$ cat config.mk
export PLATFORM = sky130hd
export DESIGN_NAME = aaiw_top
export DESIGN_NICKNAME = d
export VERILOG_FILES = /design/src/rtl/aaiw_pkg.sv /design/src/rtl/aaiw_spi_byte.sv /design/src/rtl/aaiw_frame.sv /design/src/rtl/aaiw_seq.sv /design/src/rtl/aaiw_top.sv
export SDC_FILE = /design/constraint.sdc
export NUM_CORES = 1
export LEC_CHECK = 0
export BUFFER_PORTS_ARGS = -buffer_cell sky130_fd_sc_hd__buf_4
export CORE_MARGIN = 2
export CORE_UTILIZATION = 25
export CTS_CLUSTER_DIAMETER = 150
export DETAILED_ROUTE_END_ITERATION = 12
export GPL_ROUTABILITY_DRIVEN = 0
export PLACE_DENSITY = 0.47
export SLEW_MARGIN = 20
export SYNTH_ARGS = -nofsm -noshare
export SYNTH_HDL_FRONTEND = slang
export SYNTH_HIERARCHICAL = 1
export SYNTH_SLANG_ARGS = --single-unit
$ cat constraint.sdc
create_clock -name clk -period 3.6 [get_ports clk]
set_input_delay 0.72 -clock clk [delete_from_list [all_inputs] [get_ports clk]]
set_output_delay 0.72 -clock clk [all_outputs]
set_load 0.02 [all_outputs]
$ cat src/rtl/aaiw_pkg.sv
// Shared types and opcodes for the word-increment flash programmer.
package aaiw_pkg;
    localparam int ADDR_W = 24;

    localparam logic [7:0] OP_WREN = 8'h06;
    localparam logic [7:0] OP_WRDI = 8'h04;
    localparam logic [7:0] OP_RDSR = 8'h05;
    localparam logic [7:0] OP_BPROG = 8'h02;
    localparam logic [7:0] OP_WORD = 8'hAD;

    typedef enum logic [2:0] {
        F_WREN, F_WRDI, F_RDSR, F_BP, F_AAI1, F_AAIN
    } frame_t;

    typedef enum logic [1:0] {
        ST_LEAD, ST_WORDS, ST_TAIL
    } stage_t;

    // Number of bytes in a frame of the given kind.
    function automatic logic [2:0] frame_len(frame_t f);
        case (f)
            F_WREN, F_WRDI: return 3'd1;
            F_RDSR:         return 3'd2;
            F_BP:           return 3'd5;
            F_AAI1:         return 3'd6;
            default:        return 3'd3;
        endcase
    endfunction
endpackage

$ cat src/rtl/aaiw_spi_byte.sv
// Mode-0 SPI byte shifter. Sends tx MSB first and samples miso on the rising edge.
// Each clock half lasts HALF_DIV cycles. Assumes go arrives only while idle.
module aaiw_spi_byte #(
    parameter int HALF_DIV = 2
) (
    input  logic       clk,
    input  logic       rst_n,
    input  logic       go,
    input  logic [7:0] tx,
    input  logic       miso,
    output logic [7:0] rx,
    output logic       byte_done,
    output logic       sck,
    output logic       mosi
);
    localparam int CNT_W = (HALF_DIV > 1) ? $clog2(HALF_DIV) : 1;

    logic             busy;
    logic [CNT_W-1:0] cnt;
    logic [2:0]       bitn;
    logic [7:0]       sh;

    assign mosi = sh[7];

    // Half-period timer, clock edges, and shift/sample per edge.
    always_ff @(posedge clk) begin
        if (!rst_n) begin
            busy <= 1'b0; sck <= 1'b0; cnt <= '0; bitn <= '0;
            sh <= '0; rx <= '0; byte_done <= 1'b0;
        end else begin
            byte_done <= 1'b0;
            if (!busy) begin
                if (go) begin
                    busy <= 1'b1; sh <= tx; cnt <= '0; bitn <= '0;
                end
            end else if (cnt == CNT_W'(HALF_DIV - 1)) begin
                cnt <= '0;
                if (!sck) begin
                    sck <= 1'b1;
                    rx  <= {rx[6:0], miso};
                end else begin
                    sck  <= 1'b0;
                    sh   <= {sh[6:0], 1'b0};
                    bitn <= bitn + 3'd1;
                    if (bitn == 3'd7) begin
                        busy <= 1'b0;
                        byte_done <= 1'b1;
                    end
                end
            end else begin
                cnt <= cnt + CNT_W'(1);
            end
        end
    end

    assert_sck_idle_R7: assert property (@(posedge clk) disable iff (!rst_n)
        !busy |-> !sck);
endmodule

$ cat src/rtl/aaiw_frame.sv
// Picks the byte to send for a given frame kind and byte index.
// Also says which of the two data bytes of the frame is being read.
module aaiw_frame
    import aaiw_pkg::*;
(
    input  frame_t            ftype,
    input  logic [2:0]        bidx,
    input  logic [ADDR_W-1:0] addr,
    input  logic [7:0]        data,
    output logic [7:0]        tx,
    output logic              data_hi
);
    // Byte mux per frame layout.
    always_comb begin
        tx = 8'h00;
        data_hi = 1'b0;
        case (ftype)
            F_WREN: tx = OP_WREN;
            F_WRDI: tx = OP_WRDI;
            F_RDSR: tx = (bidx == 3'd0) ? OP_RDSR : 8'h00;
            F_BP, F_AAI1: begin
                case (bidx)
                    3'd0: tx = (ftype == F_BP) ? OP_BPROG : OP_WORD;
                    3'd1: tx = addr[23:16];
                    3'd2: tx = addr[15:8];
                    3'd3: tx = addr[7:0];
                    default: begin
                        tx = data;
                        data_hi = (bidx == 3'd5);
                    end
                endcase
            end
            default: begin
                tx = (bidx == 3'd0) ? OP_WORD : data;
                data_hi = (bidx == 3'd2);
            end
        endcase
    end
endmodule

$ cat src/rtl/aaiw_seq.sv
// Frame sequencer: lead byte, word loop with busy polls, write-disable, tail byte.
// Drives chip select, holds the gap between frames and runs the poll timeout.
// Assumes the shifter pulses byte_done once for each go.
module aaiw_seq
    import aaiw_pkg::*;
#(
    parameter int LEN_W = 16,
    parameter int TO_W = 20,
    parameter int GAP = 4
) (
    input  logic              clk,
    input  logic              rst_n,
    input  logic              start,
    input  logic [ADDR_W-1:0] start_addr,
    input  logic [LEN_W-1:0]  byte_len,
    input  logic [TO_W-1:0]   busy_limit,
    input  logic              byte_done,
    input  logic [7:0]        rx,
    input  logic              data_hi,
    output logic              go,
    output frame_t            ftype,
    output logic [2:0]        bidx,
    output logic [ADDR_W-1:0] addr,
    output logic [LEN_W-1:0]  buf_addr,
    output logic              cs_n,
    output logic              done,
    output logic              err
);
    localparam int GAP_W = $clog2(GAP + 1);
    typedef enum logic [1:0] {S_IDLE, S_SHIFT, S_GAP} state_t;

    state_t           state;
    stage_t           stage;
    logic             issued;
    logic [GAP_W-1:0] gap_cnt;
    logic [LEN_W-1:0] didx, remain;
    logic [TO_W-1:0]  poll_cnt;
    logic             fend, is_word;

    assign cs_n     = (state != S_SHIFT);
    assign go       = (state == S_SHIFT) && !issued;
    assign buf_addr = didx + LEN_W'(data_hi);
    assign fend     = (state == S_SHIFT) && byte_done && (bidx == frame_len(ftype) - 3'd1);
    assign is_word  = (ftype == F_AAI1) || (ftype == F_AAIN);

    // Main sequencing: accept start, walk bytes, choose the next frame at each frame end.
    always_ff @(posedge clk) begin
        if (!rst_n) begin
            state <= S_IDLE; stage <= ST_LEAD; ftype <= F_WREN; issued <= 1'b0;
            bidx <= '0; gap_cnt <= '0; addr <= '0; didx <= '0; remain <= '0;
            poll_cnt <= '0; done <= 1'b0; err <= 1'b0;
        end else begin
            done <= 1'b0;
            if (ftype == F_RDSR && state != S_IDLE && poll_cnt != '1)
                poll_cnt <= poll_cnt + TO_W'(1);
            case (state)
                S_IDLE: if (start) begin
                    err <= 1'b0; addr <= start_addr; didx <= '0; remain <= byte_len;
                    ftype <= F_WREN; bidx <= '0; issued <= 1'b0;
                    if (byte_len == '0) done <= 1'b1;
                    else begin
                        state <= S_SHIFT;
                        if (start_addr[0])            stage <= ST_LEAD;
                        else if (byte_len >= LEN_W'(2)) stage <= ST_WORDS;
                        else                          stage <= ST_TAIL;
                    end
                end
                S_GAP: begin
                    gap_cnt <= gap_cnt + GAP_W'(1);
                    if (gap_cnt == GAP_W'(GAP - 1)) begin
                        state <= S_SHIFT; bidx <= '0; issued <= 1'b0;
                    end
                end
                default: begin
                    if (go) issued <= 1'b1;
                    if (byte_done) begin
                        issued <= 1'b0;
                        bidx <= bidx + 3'd1;
                    end
                    if (fend) begin
                        state <= S_GAP; gap_cnt <= '0;
                        case (ftype)
                            F_WREN: ftype <= (stage == ST_WORDS) ? F_AAI1 : F_BP;
                            F_BP: begin
                                didx <= didx + LEN_W'(1); addr <= addr + ADDR_W'(1);
                                remain <= remain - LEN_W'(1); ftype <= F_RDSR; poll_cnt <= '0;
                            end
                            F_AAI1, F_AAIN: begin
                                didx <= didx + LEN_W'(2); addr <= addr + ADDR_W'(2);
                                remain <= remain - LEN_W'(2); ftype <= F_RDSR; poll_cnt <= '0;
                            end
                            F_WRDI: begin
                                if (remain == LEN_W'(1)) begin
                                    stage <= ST_TAIL; ftype <= F_WREN;
                                end else begin
                                    state <= S_IDLE; done <= 1'b1;
                                end
                            end
                            default: begin
                                if (rx[0]) begin
                                    if (poll_cnt >= busy_limit) begin
                                        state <= S_IDLE; done <= 1'b1; err <= 1'b1;
                                    end
                                end else if (stage == ST_LEAD) begin
                                    if (remain == '0) begin
                                        state <= S_IDLE; done <= 1'b1;
                                    end else begin
                                        stage <= (remain == LEN_W'(1)) ? ST_TAIL : ST_WORDS;
                                        ftype <= F_WREN;
                                    end
                                end else if (stage == ST_WORDS) begin
                                    ftype <= (remain >= LEN_W'(2)) ? F_AAIN : F_WRDI;
                                end else begin
                                    state <= S_IDLE; done <= 1'b1;
                                end
                            end
                        endcase
                    end
                end
            endcase
        end
    end

    assert_addr_step_R3: assert property (@(posedge clk) disable iff (!rst_n)
        (fend && is_word) |=> (addr == $past(addr) + ADDR_W'(2)));
    assert_done_pulse_R10: assert property (@(posedge clk) disable iff (!rst_n)
        done |=> !done);
    assert_zero_len_R9: assert property (@(posedge clk) disable iff (!rst_n)
        (state == S_IDLE && start && byte_len == '0) |=> (done && !err && cs_n));
    assert_err_with_done_R8: assert property (@(posedge clk) disable iff (!rst_n)
        $rose(err) |-> done);
    assert_cs_hold_R7: assert property (@(posedge clk) disable iff (!rst_n)
        $rose(cs_n) |=> cs_n);
endmodule

$ cat src/rtl/aaiw_top.sv
// Word-increment flash programmer top: sequencer, frame byte mux and SPI shifter.
// Assumes buf_data answers buf_addr in the same cycle.
module aaiw_top
    import aaiw_pkg::*;
#(
    parameter int LEN_W = 16,
    parameter int TO_W = 20,
    parameter int HALF_DIV = 2
) (
    input  logic              clk,
    input  logic              rst_n,
    input  logic              start,
    input  logic [ADDR_W-1:0] start_addr,
    input  logic [LEN_W-1:0]  byte_len,
    input  logic [TO_W-1:0]   busy_limit,
    output logic [LEN_W-1:0]  buf_addr,
    input  logic [7:0]        buf_data,
    output logic              done,
    output logic              error,
    output logic              spi_cs_n,
    output logic              spi_sck,
    output logic              spi_mosi,
    input  logic              spi_miso
);
    localparam int GAP = 2 * HALF_DIV;

    logic              go, byte_done, data_hi;
    logic [7:0]        tx, rx;
    frame_t            ftype;
    logic [2:0]        bidx;
    logic [ADDR_W-1:0] addr;

    aaiw_seq #(.LEN_W(LEN_W), .TO_W(TO_W), .GAP(GAP)) u_seq (
        .clk(clk), .rst_n(rst_n), .start(start), .start_addr(start_addr),
        .byte_len(byte_len), .busy_limit(busy_limit), .byte_done(byte_done),
        .rx(rx), .data_hi(data_hi), .go(go), .ftype(ftype), .bidx(bidx),
        .addr(addr), .buf_addr(buf_addr), .cs_n(spi_cs_n), .done(done), .err(error)
    );

    aaiw_frame u_frame (
        .ftype(ftype), .bidx(bidx), .addr(addr), .data(buf_data),
        .tx(tx), .data_hi(data_hi)
    );

    aaiw_spi_byte #(.HALF_DIV(HALF_DIV)) u_spi (
        .clk(clk), .rst_n(rst_n), .go(go), .tx(tx), .miso(spi_miso),
        .rx(rx), .byte_done(byte_done), .sck(spi_sck), .mosi(spi_mosi)
    );

    assert_sck_framed_R7: assert property (@(posedge clk) disable iff (!rst_n)
        spi_sck |-> !spi_cs_n);
endmodule

Word-level counts from Yosys, hierarchy flattened
Index checks and enable logic that the tools add are counted.

Output and inout port bits: 21. Input bits: 72. Logic and storage cells: 216. Flip-flop bits (word level): 108.

$add $sub $neg: 13. Bitwise gates (word level): 3. Reductions and logical operators: 45. $lt $le $gt $ge: 3. Mux-type cells: 103. Eq/ne operators: 30.

Operators by type and width (number): $pmux W16 S2 (4); $pmux W24 S2 (2); $mux W20 (4); $mux W16 (4); $pmux W8 S4 (2); $mux W3 (17); $mux W24 (2); $mux W8 (6); $mux W2 (20); $ge A16 B2 Y1 const B (2); $logic_not A16 Y1 (2); $mux W1 (28); $add A24 B1 Y24 const B (1); $add A24 B2 Y24 const B (1); $add A20 B1 Y20 const B (1); $ge A20 B20 Y1 (1); $ne A20 B20 Y1 const B (1); $pmux W3 S2 (3); $add A16 B1 Y16 (1); $add A16 B1 Y16 const B (1); $add A16 B2 Y16 const B (1); $eq A16 B1 Y1 const B (1); $pmux W2 S2 (4); $sub A16 B1 Y16 const B (1); other kinds (38) (87).

Longest topological paths before layout
Gate-level depths: netlist of the first run.

Depth in word-level cells: 8. Gate-level depth with buffers: 10. Mapped depth without buffers: 9.

By module
Netlist of the first run, hierarchy kept.

By module, submodules not included: aaiw_seq (area an instance 6302.3 um2, instances 1, cells each 825, sequential area each 1841.8 um2); aaiw_spi_byte (area an instance 1013.5 um2, instances 1, cells each 95, sequential area each 460.4 um2); aaiw_frame (area an instance 494.2 um2, instances 1, cells each 74, sequential area each 0.0 um2).

Least setup slack after synthesis of the first run
OpenSTA, ideal clock, no wires.

Path type: register -> output. Start point: register u_seq.ftype[2]. End point: output buf_addr[12]. Buffers on the path: 1. Stages on the path, launching flop included: 9. Path slack: 392 ps. Data arrival time: 2488 ps. Data required time: 2880 ps. Cells stage by stage: dfxtp_1 clkbuf_1 o21ai_0 o32ai_1 ha_1 ha_1 nand3_1 nor3_1 xor2_1.

Cells in the longest elaborated chain, start to end: 4. Elaborated cells between the ends (all ways): 9. Classes of those cells: add/sub (1); eq/ne (4); mux (1); reduce/logical (3).

RTL lines: start, declared (line aaiw_seq.sv:21) `output frame_t ftype,`; start signal, assigned (line aaiw_seq.sv:83) `F_WREN: ftype <= (stage == ST_WORDS) ? F_AAI1 : F_BP;`; start signal, assigned (line aaiw_seq.sv:112) `ftype <= (remain >= LEN_W'(2)) ? F_AAIN : F_WRDI;`; $eq A3 B1 Y1 (tied with other cells) (line aaiw_frame.sv:17) `case (ftype)`; $reduce_or A3 Y1 (no source line) or $reduce_or A2 Y1 (tied branches); $pmux W1 S2 * (line aaiw_frame.sv:17); net data_hi (line aaiw_top.sv:27) `logic go, byte_done, data_hi;`; $add A16 B1 Y16 * (line aaiw_seq.sv:42) `assign buf_addr = didx + LEN_W'(data_hi);`; end, declared (line aaiw_top.sv:16) `output logic [LEN_W-1:0] buf_addr,`.

The timed path passes the listed nets; every way through them passes the cells marked *.

Worst setup path in the final report of the first run
Start point: register u_seq.ftype[1]. End point: output buf_addr[12].

Same word-level chain as after synthesis.

==> results.yml, run 1 <==
logic_synthesis:
  syn_avg_cell_area_sq_um: 7.766
  syn_nets: 1082
  ys.warnings.count: 6
  syn_inst: 973
  synth_area_sq_um: 7556
finish:
  register_area_sq_um: 2170
  instances_no_fill: 1431
  fill_cells: 3204
  antenna_cells: 0
  final_util_pct: 30.35
  drive_above_1_share_pct: 18.35
  area_growth_pct: 19.37
  stdcell_area_sq_um: 9020
  fin_nets: 1145
  multiInputGateArea_sq_um: 5016
clocking:
  cts-root-buf: "clkbuf_16"
  cts_max_level: 3
  clk_pin_slew_ps: 80
  cts_sinks: 108
  numCtsBuffers: 9
  cts_tree: "built"
  clock_latency_ps: 360
  cts_buffer_depth: 2
  postCtsSetupBuffers: 0
floorplan:
  core_area_sq_um: 29720
  die_h_microns: 177.9
  start_util_pct: 25.43
  die_area_sq_um: 31630
  fp.dieW_microns: 177.9
  ios: 93
  num_rows: 63
grt:
  first_global_vias: 6973
  grt_use_total_pct: 14.99
  antenna_found_initial: 0
  grt_overflow: 0
  grt_max_degree: 47
  grt_pass1_wl_mm: 37.98
routing:
  vias: 7419
  ant_nets: 0
  wl_mm: 23.26
  dr.pass1.iters: 5
  drc: 0
  drt_iter0_drc: 527
  viasPerCell: 5.184
  drt-wirelength-per-cell_microns: 16.25
power_and_ir_drop:
  pwr_density_cell_nw_per_um2: 307.2
  p_total_uw: 2771
  vdd_ir_drop_max_uv: 211.3
  p_leak_uw: 0.003385
worst_hold_path:
  min_to: "u_spi/sh[0]"
  hold_start: "u_spi/sh[0]"
  holdPathStages: 2
  min_path_type: "reg2reg"
timing:
  finalHoldViolations: 0
  timing.final.crit_period_ps: 3457
  fin_crit_sh_pct: 96.04
  max-slew-margin-rel_pct: 43.42
  fmax_mhz: 289.2
  setup_viol: 0
  drv_slew: 0
  tns_ps: 0
  finClkSkew_ps: 12.86
  worst_pin_slew_ps: 846.9
placed_design:
  port_buffers: 92
  place_inst: 1415
  dpl_cell_area_sq_um: 8650
  dp_hpwl_mm: 16.89
critical_path:
  slowest_delay_ps: 410
  start_kind: "register"
  r2r-end: "u_seq/remain[9]"
  path_class: "reg2out"
  critPathRequiredTime_ps: 2880
  critical_path.max_fanout: 21
  rrSetupSlack_ps: 920
  worstRegToRegCells: 8
  arrival_ps: 2740
  crit_path_end_kind: "primary output"
  r2r_start: "u_seq/ftype[1]"
  path_cells: "buf_12 > o21ai_0 > o32ai_4 > buf_4 > ha_2 > ha_2 > nand3_4 > nor3_2 > xor2_1 > buf_4"
  cp_slowest_cell: "dfxtp_4"
run:
  cap_violations: 0
status:
  status: "completed"
worst max path at each step:
stage                              start            to  slack, ps  cells after the start
after floorplan           u_seq/ftype[2]  buf_addr[12]        390                      8
after global placement    u_seq/ftype[1]  buf_addr[14]        100                     10
after detailed placement  u_seq/ftype[1]  buf_addr[14]         20                     10
after CTS                 u_seq/ftype[1]  buf_addr[14]         10                     11
after global routing      u_seq/ftype[1]  buf_addr[12]        -10                     10
final                     u_seq/ftype[1]  buf_addr[12]        140                     10
flip-flops by register name, indices dropped and copies added, names as in the netlist:
signal,cells
u_seq/issued,1
u_spi/cnt,1
u_seq/gap_cnt,3
u_seq/done,1
u_seq/state,2
u_seq/didx,16
u_seq/remain,16
u_spi/rx,1
u_spi/bitn,3
u_seq/bidx,3
u_seq/stage,2
u_spi/sck,1
u_seq/poll_cnt,20
u_seq/ftype,3
u_seq/addr,24
u_spi/busy,1
u_spi/sh,8
u_seq/err,1
u_spi/byte_done,1
critical path, delay by kind of cell, from the launching register on:
kind,cells,cell delay (ps)
DFF,1,410
AOI/OAI and AO/OA,2,550
xor gates and xnor gates,1,160
and+or+nand+nor,2,330
buffers and inverters,3,490
adders and majority gates,2,450
per-layer routing:
| layer | GRT usage (%) | wire, microns | share of wire (%) | vias to the layer above |
|---|---|---|---|---|
| li1 | - | - | - | 3720 |
| met1 | 22.02 | 11870 | 51 | 3489 |
| met2 | 23.00 | 10080 | 43 | 197 |
| met4 | 3.279 | 189 | 0.81 | 0 |
| met5 | 0 | 0 | 0 | - |
| met3 | 2.164 | 1119 | 4.8 | 13 |
repair_timing:
action	4_1_cts	5_1_grt
pin swaps	1	2
resized for setup	8	12
hold buffers	0	0
setup endpoints to repair	6	5
placed cells by master, fill, tap and decap left out, drive strengths merged, types with 13 or more instances in the layout:
cell type,count
dfxtp,108
nand2,83
xor2,13
inv,47
nor4,15
or3,16
mux2i,16
buf,114
o31ai,22
nand4,20
o21ai,55
a21oi,85
a211oi,15
a31oi,18
nor3,17
xnor2,20
nor2,97
ha,37
nand3,36
area by class of cell:
| class | count | area share (%) |
|---|---|---|
| multi-input combinational | 758 | 55.61 |
| timing repair buffer | 114 | 9.890 |
| inverter | 45 | 1.873 |
| clock inverter | 7 | 0.6658 |
| tap | 390 | 5.410 |
| sequential | 108 | 24.05 |
| clock buffer | 9 | 2.497 |
power by group:
| group | switching, uW | internal [uW] | total, uW |
|---|---|---|---|
| combinational | 271 | 200 | 471 |
| sequential | 63.2 | 1240 | 1300 |
| clock | 515 | 482 | 997 |
stage by stage:
stage / hold slack, ps / worst slack (ps)
global route: 499.5 / -9.919
detailed placement: 439.2 / 17.27
global placement: 438.6 / 96.83
finish: 449.5 / 142.7
CTS: 451.5 / 12.27
floorplan: 428.1 / 392.0
Note: power is estimated with default switching activity, not from simulation.
==> inputs of run 2 (changes only) <==
--- a/config.mk
+++ b/config.mk
@@ -6,12 +6,15 @@
 export NUM_CORES = 1
 export LEC_CHECK = 0
 export BUFFER_PORTS_ARGS = -buffer_cell sky130_fd_sc_hd__buf_4
+export CELL_PAD_IN_SITES_DETAIL_PLACEMENT = 0
+export CELL_PAD_IN_SITES_GLOBAL_PLACEMENT = 2
 export CORE_MARGIN = 2
 export CORE_UTILIZATION = 25
 export CTS_CLUSTER_DIAMETER = 150
 export DETAILED_ROUTE_END_ITERATION = 12
 export GPL_ROUTABILITY_DRIVEN = 0
-export PLACE_DENSITY = 0.47
+export PLACE_DENSITY = 0.67
+export RECOVER_POWER = 50
 export SLEW_MARGIN = 20
 export SYNTH_ARGS = -nofsm -noshare
 export SYNTH_HDL_FRONTEND = slang
==> run 2 against run 1 <==
Net effect: clock power is 15% higher; fmax is 3.1% higher; die area stayed put; total power is 5.4% higher; critical path depth stayed put; largest power group unchanged.
==> results.yml, run 2 (synthesis gave the netlist of run 1 again) <==
floorplan:
  die_h_microns: 177.9
  fp.dieW_microns: 177.9
  num_rows: 63
  start_util_pct: 25.43
  die_area_sq_um: 31630
  core_area_sq_um: 29720
  ios: 93
finish:
  final_util_pct: 30.32
  top_register: "u_seq/addr"
  area_growth_pct: 19.26
  fin_nets: 1147
  drive_above_1_share_pct: 17.07
  register_area_sq_um: 2165
  stdcell_area_sq_um: 9011
  antenna_cells: 0
  fill_cells: 3257
  final_cell_mix: "buf_4 (106), dfxtp_1 (106), nor2_1 (94)"
  multiInputGateArea_sq_um: 4987
  reg_top3: "u_seq/addr x24, u_seq/poll_cnt x20"
  largest_reg_flops: 24
critical_path:
  critPathRequiredTime_ps: 2880
  startpoint: "u_seq/ftype[2]"
  r2r-end: "u_seq/remain[15]"
  critPathCapture: "buf_addr[14]"
  r2r_start: "u_seq/bidx[0]"
  slowest_delay_ps: 370
  crit_path_end_kind: "primary output"
  path_cells: "and3b_4 > a21oi_2 > nand2b_1 > o32ai_4 > ha_1 > ha_2 > nand3_4 > nor3_2 > xor2_1 > buf_4"
  cp_slowest_cell: "dfxtp_1"
  rrSetupSlack_ps: 300
  arrival_ps: 2630
  critical_path.max_fanout: 6
  worstRegToRegCells: 8
  path_class: "reg2out"
  start_kind: "register"
routing:
  ant_nets: 0
  dr.pass1.iters: 5
  drt_iter0_drc: 553
  viasPerCell: 5.171
  wl_mm: 24.31
  drt-wirelength-per-cell_microns: 16.97
  vias: 7410
  drc: 0
grt:
  grt_pass1_wl_mm: 39.27
  first_global_vias: 7022
  grt_overflow: 0
  grt_use_total_pct: 15.51
  grt_max_degree: 47
  antenna_found_initial: 0
power_and_ir_drop:
  pwr_density_cell_nw_per_um2: 324.1
  p_leak_uw: 0.003389
  vdd_ir_drop_max_uv: 260.4
clocking:
  cts_tree: "built"
  numCtsBuffers: 9
  clk_pin_slew_ps: 80
  cts_buffer_depth: 2
  postCtsSetupBuffers: 0
  cts_sinks: 108
  cts_max_level: 3
  clock_latency_ps: 360
  cts-root-buf: "clkbuf_16"
placed_design:
  dp_hpwl_mm: 17.78
  port_buffers: 92
  dpl_cell_area_sq_um: 8677
timing:
  finClkSkew_ps: 8.134
  worst_pin_slew_ps: 838.3
  tns_ps: 0
  fmax_mhz: 298.2
  finalHoldViolations: 0
  max-slew-margin-rel_pct: 43.52
  setup_viol: 0
  timing.final.crit_period_ps: 3353
  grt_setup_unrepaired: "no"
  hold_slack_ps: 465.3
  fin_crit_sh_pct: 93.14
  drv_slew: 0
worst_hold_path:
  min_path_type: "reg2reg"
run:
  cap_violations: 0
status:
  status: "completed"
## run 2: changes by cell type in the layout (fill, tap and decap cells not counted), moves of 3 or more
cell / change
a21boi_1: -3
a21boi_0: +3
buf_4: -4
inv_6: -3
clkbuf_1: +7
## run 2: worst min-delay path by stage
stage	start	end	slack [ps]	depth (start not counted)
finish	u_spi/sh[0]	u_spi/sh[0]	470	2
global route	u_spi/sh[0]	u_spi/sh[0]	480	2
CTS	u_spi/sh[0]	u_spi/sh[0]	460	2
detailed placement	u_spi/sh[0]	u_spi/sh[0]	450	2
global placement	u_spi/sh[0]	u_spi/sh[0]	450	2
floorplan	u_spi/sh[0]	u_spi/sh[0]	430	2
## run 2: cell type report
class                   instances  area share, %
multi-input cells             758          55.35
flip-flops and latches        108          24.02
repair buffers                116          9.622
well taps                     390          5.415
clock buffers                  10          2.652
inverters                      45          1.874
clock inverters                 6          1.069
## run 2: through the flow
| step | instances | setup WS (ps) | total power (uW) |
|---|---|---|---|
| after floorplan | 973 | 392.0 | 1618 |
| after global placement | 1417 | 294.7 | 1808 |
| after detailed placement | 1417 | 220.1 | 1809 |
| final | 1433 | 247.0 | 2921 |
| after CTS | 1433 | 21.17 | 2970 |
| after global routing | 1433 | 18.95 | 3071 |
## run 2: timing repair
item,in CTS,in global routing
hold buffers,0,0
resized for setup,4,6
cloned,0,0
endpoints found under the setup margin,5,5
## run 2: metal layers
layer / up-vias / GRT usage [%] / wire length (microns)
met4: 0 / 3.484 / 261
li1: 3732 / - / -
met3: 17 / 2.078 / 989
met2: 161 / 22.85 / 10310
met5: - / 0 / 0
met1: 3500 / 23.62 / 12750
## run 2: worst max-delay path, delay by kind of cell, from the launching register on
kind / cells / cell delay [ps]
simple gates: 4 / 880
compound gates: 2 / 250
flops: 1 / 370
xor+xnor: 1 / 170
fa+ha+maj: 2 / 450
buf+inv: 1 / 160
## run 2: report_power, final
group | leakage, uW | switching, uW | internal (uW) | total (uW)
registers | 0.000879 | 63.5 | 1240 | 1300
logic | 0.00235 | 271 | 199 | 470
clock network | 0.000161 | 509 | 638 | 1150
==> inputs of run 3 (changes only) <==
--- a/config.mk
+++ b/config.mk
@@ -13,6 +13,7 @@
 export CTS_CLUSTER_DIAMETER = 150
 export DETAILED_ROUTE_END_ITERATION = 12
 export GPL_ROUTABILITY_DRIVEN = 0
+export MAX_ROUTING_LAYER = met4
 export PLACE_DENSITY = 0.67
 export RECOVER_POWER = 50
 export SLEW_MARGIN = 20
==> constraint.sdc (replaced) <==
create_clock -name clk -period 3.6 [get_ports clk]
set_input_delay 0.72 -clock clk [delete_from_list [all_inputs] [get_ports clk]]
set_output_delay 0.72 -clock clk [all_outputs]
set_load 0.01 [all_outputs]
==> run 3 against run 2 <==
Net effect: worst setup slack lost 11 ps; utilization is essentially flat; non-clock buffer count shrank 1; first-iteration DRC count down 1.1%; combinational power hardly changed; highest routed layer unchanged; global-route usage rose by 0.68 points; sequential power about the same; critical path depth increased by 1; register-to-register slack got worse by 20 ps; clock skew grew 6.8 ps; largest power group unchanged; fmax is 0.33% lower.
==> results.yml, run 3 (synthesis gave the netlist of run 1 again) <==
status:
  status: "completed"
clocking:
  cts_sinks: 108
  clk_pin_slew_ps: 70
  numCtsBuffers: 9
  cts_hold_buf: 0
  cts_tree: "built"
  cts-root-buf: "clkbuf_16"
  cts_max_level: 3
  clock_latency_ps: 370
  cts_buffer_depth: 2
critical_path:
  start_kind: "register"
  r2r_start: "u_seq/bidx[0]"
  worstRegToRegCells: 8
  critPathCapture: "buf_addr[12]"
  critPathRequiredTime_ps: 2880
  r2r-end: "u_seq/remain[15]"
  arrival_ps: 2640
  critical_path.max_fanout: 6
  path_class: "reg2out"
  crit_path_end_kind: "primary output"
  rrSetupSlack_ps: 280
  startpoint: "u_seq/ftype[2]"
power_and_ir_drop:
  p_comb_share_pct: 16.2
  seq_power_share_pct: 44.9
  pwr_density_cell_nw_per_um2: 321.9
  p_sw_uw: 836.0
  vdd_ir_drop_max_uv: 199.7
  p_clk_share_pct: 38.9
  internal_power_uw: 2069
  p_leak_uw: 0.003387
  swShare_pct: 28.78
timing:
  worst_pin_slew_ps: 843.5
  finalHoldViolations: 0
  fin_ws_ps: 235.9
  fmax_mhz: 297.3
  setup_viol: 0
  fin_crit_sh_pct: 93.45
  max-slew-margin-rel_pct: 43.65
  hold_slack_ps: 464.2
  drv_slew: 0
  tns_ps: 0
  finClkSkew_ps: 14.93
  timing.final.crit_period_ps: 3364
  grt_setup_unrepaired: "no"
floorplan:
  fp.dieW_microns: 177.9
  core_area_sq_um: 29720
  start_util_pct: 25.43
  die_h_microns: 177.9
  die_area_sq_um: 31630
  num_rows: 63
  ios: 93
finish:
  drive_above_1_share_pct: 17.27
  largest_reg_flops: 24
  final_common_cell: "dfxtp_1"
  fin_nets: 1146
  area_growth_pct: 19.42
  final_util_pct: 30.37
  top_register: "u_seq/addr"
  reg_top3: "u_seq/addr x24, u_seq/poll_cnt x20"
  final_cell_mix: "dfxtp_1 (106), buf_4 (103), nor2_1 (93)"
  antenna_cells: 0
routing:
  drt_iter0_drc: 547
  dr.pass1.iters: 5
  wl_mm: 24.91
  drc: 0
  ant_nets: 0
  viasPerCell: 5.170
  drt-wirelength-per-cell_microns: 17.40
  vias: 7403
grt:
  grt_max_degree: 47
  grt_pass1_wl_mm: 39.64
  first_global_vias: 7005
  grt_overflow: 0
  antenna_found_initial: 0
  grt_use_total_pct: 16.20
worst_hold_path:
  min_path_type: "reg2reg"
placed_design:
  place_ws_ps: 18.16
  dp_hpwl_mm: 18.04
  port_buffers: 92
run:
  cap_violations: 0
## run 3: metrics by stage
step	instance area (sq um)	power, uW	instances
final	9024	2905	1432
after global placement	8670	1812	1416
after detailed placement	8670	1809	1416
after floorplan	7556	1616	973
after CTS	9027	2947	1432
after global routing	9024	3028	1432
## run 3: layer usage
layer | up-vias | global-route usage, % | part of all wire, %
met5 | - | - | 0
met4 | 0 | 2.561 | 0.65
met3 | 10 | 2.249 | 3.8
met2 | 146 | 23.85 | 44
met1 | 3520 | 23.71 | 52
li1 | 3727 | - | -
## run 3: worst min path at each step
stage	cells past startpoint	start	to	slack, ps
6_report	2	u_spi/sh[0]	u_spi/sh[0]	460
5_1_grt	2	u_spi/bitn[0]	u_spi/bitn[0]	510
4_1_cts	2	u_spi/sh[0]	u_spi/sh[0]	450
3_5_place_dp	2	u_spi/sh[0]	u_spi/sh[0]	450
3_3_place_gp	2	u_spi/sh[0]	u_spi/sh[0]	440
2_1_floorplan	2	u_spi/sh[0]	u_spi/sh[0]	430
## run 3: critical path: stages (launching register included)
cell and delay (ps):
dfxtp_1 330, and3b_4 310, a21oi_2 70, nand2b_1 190
o32ai_2 170, buf_4 170, ha_2 220, ha_2 230
nand3_4 120, nor3_2 160, xor2_1 180, buf_4 140
## run 3: final cells by class
type	instances	area [sq um]
tap	390	488.0
multi-input combinational	758	4996
timing repair buffer	115	874.6
fill	3266	20690
clock buffer	10	239.0
clock inverter	6	87.58
sequential	108	2170
inverter	45	168.9
## run 3: power groups by stage
stage,sequential (uW),combinational [uW],clock [uW]
floorplan,1310,309,0
global placement,1330,478,0
detailed placement,1330,476,0
CTS,1310,478,1160
global route,1310,523,1190
finish,1300,472,1130
## run 3: what timing repair did
item,CTS,global route
gates resized for setup,8,11
pin swaps,1,3
endpoints found under the setup margin,9,8
buffers inserted,0,0
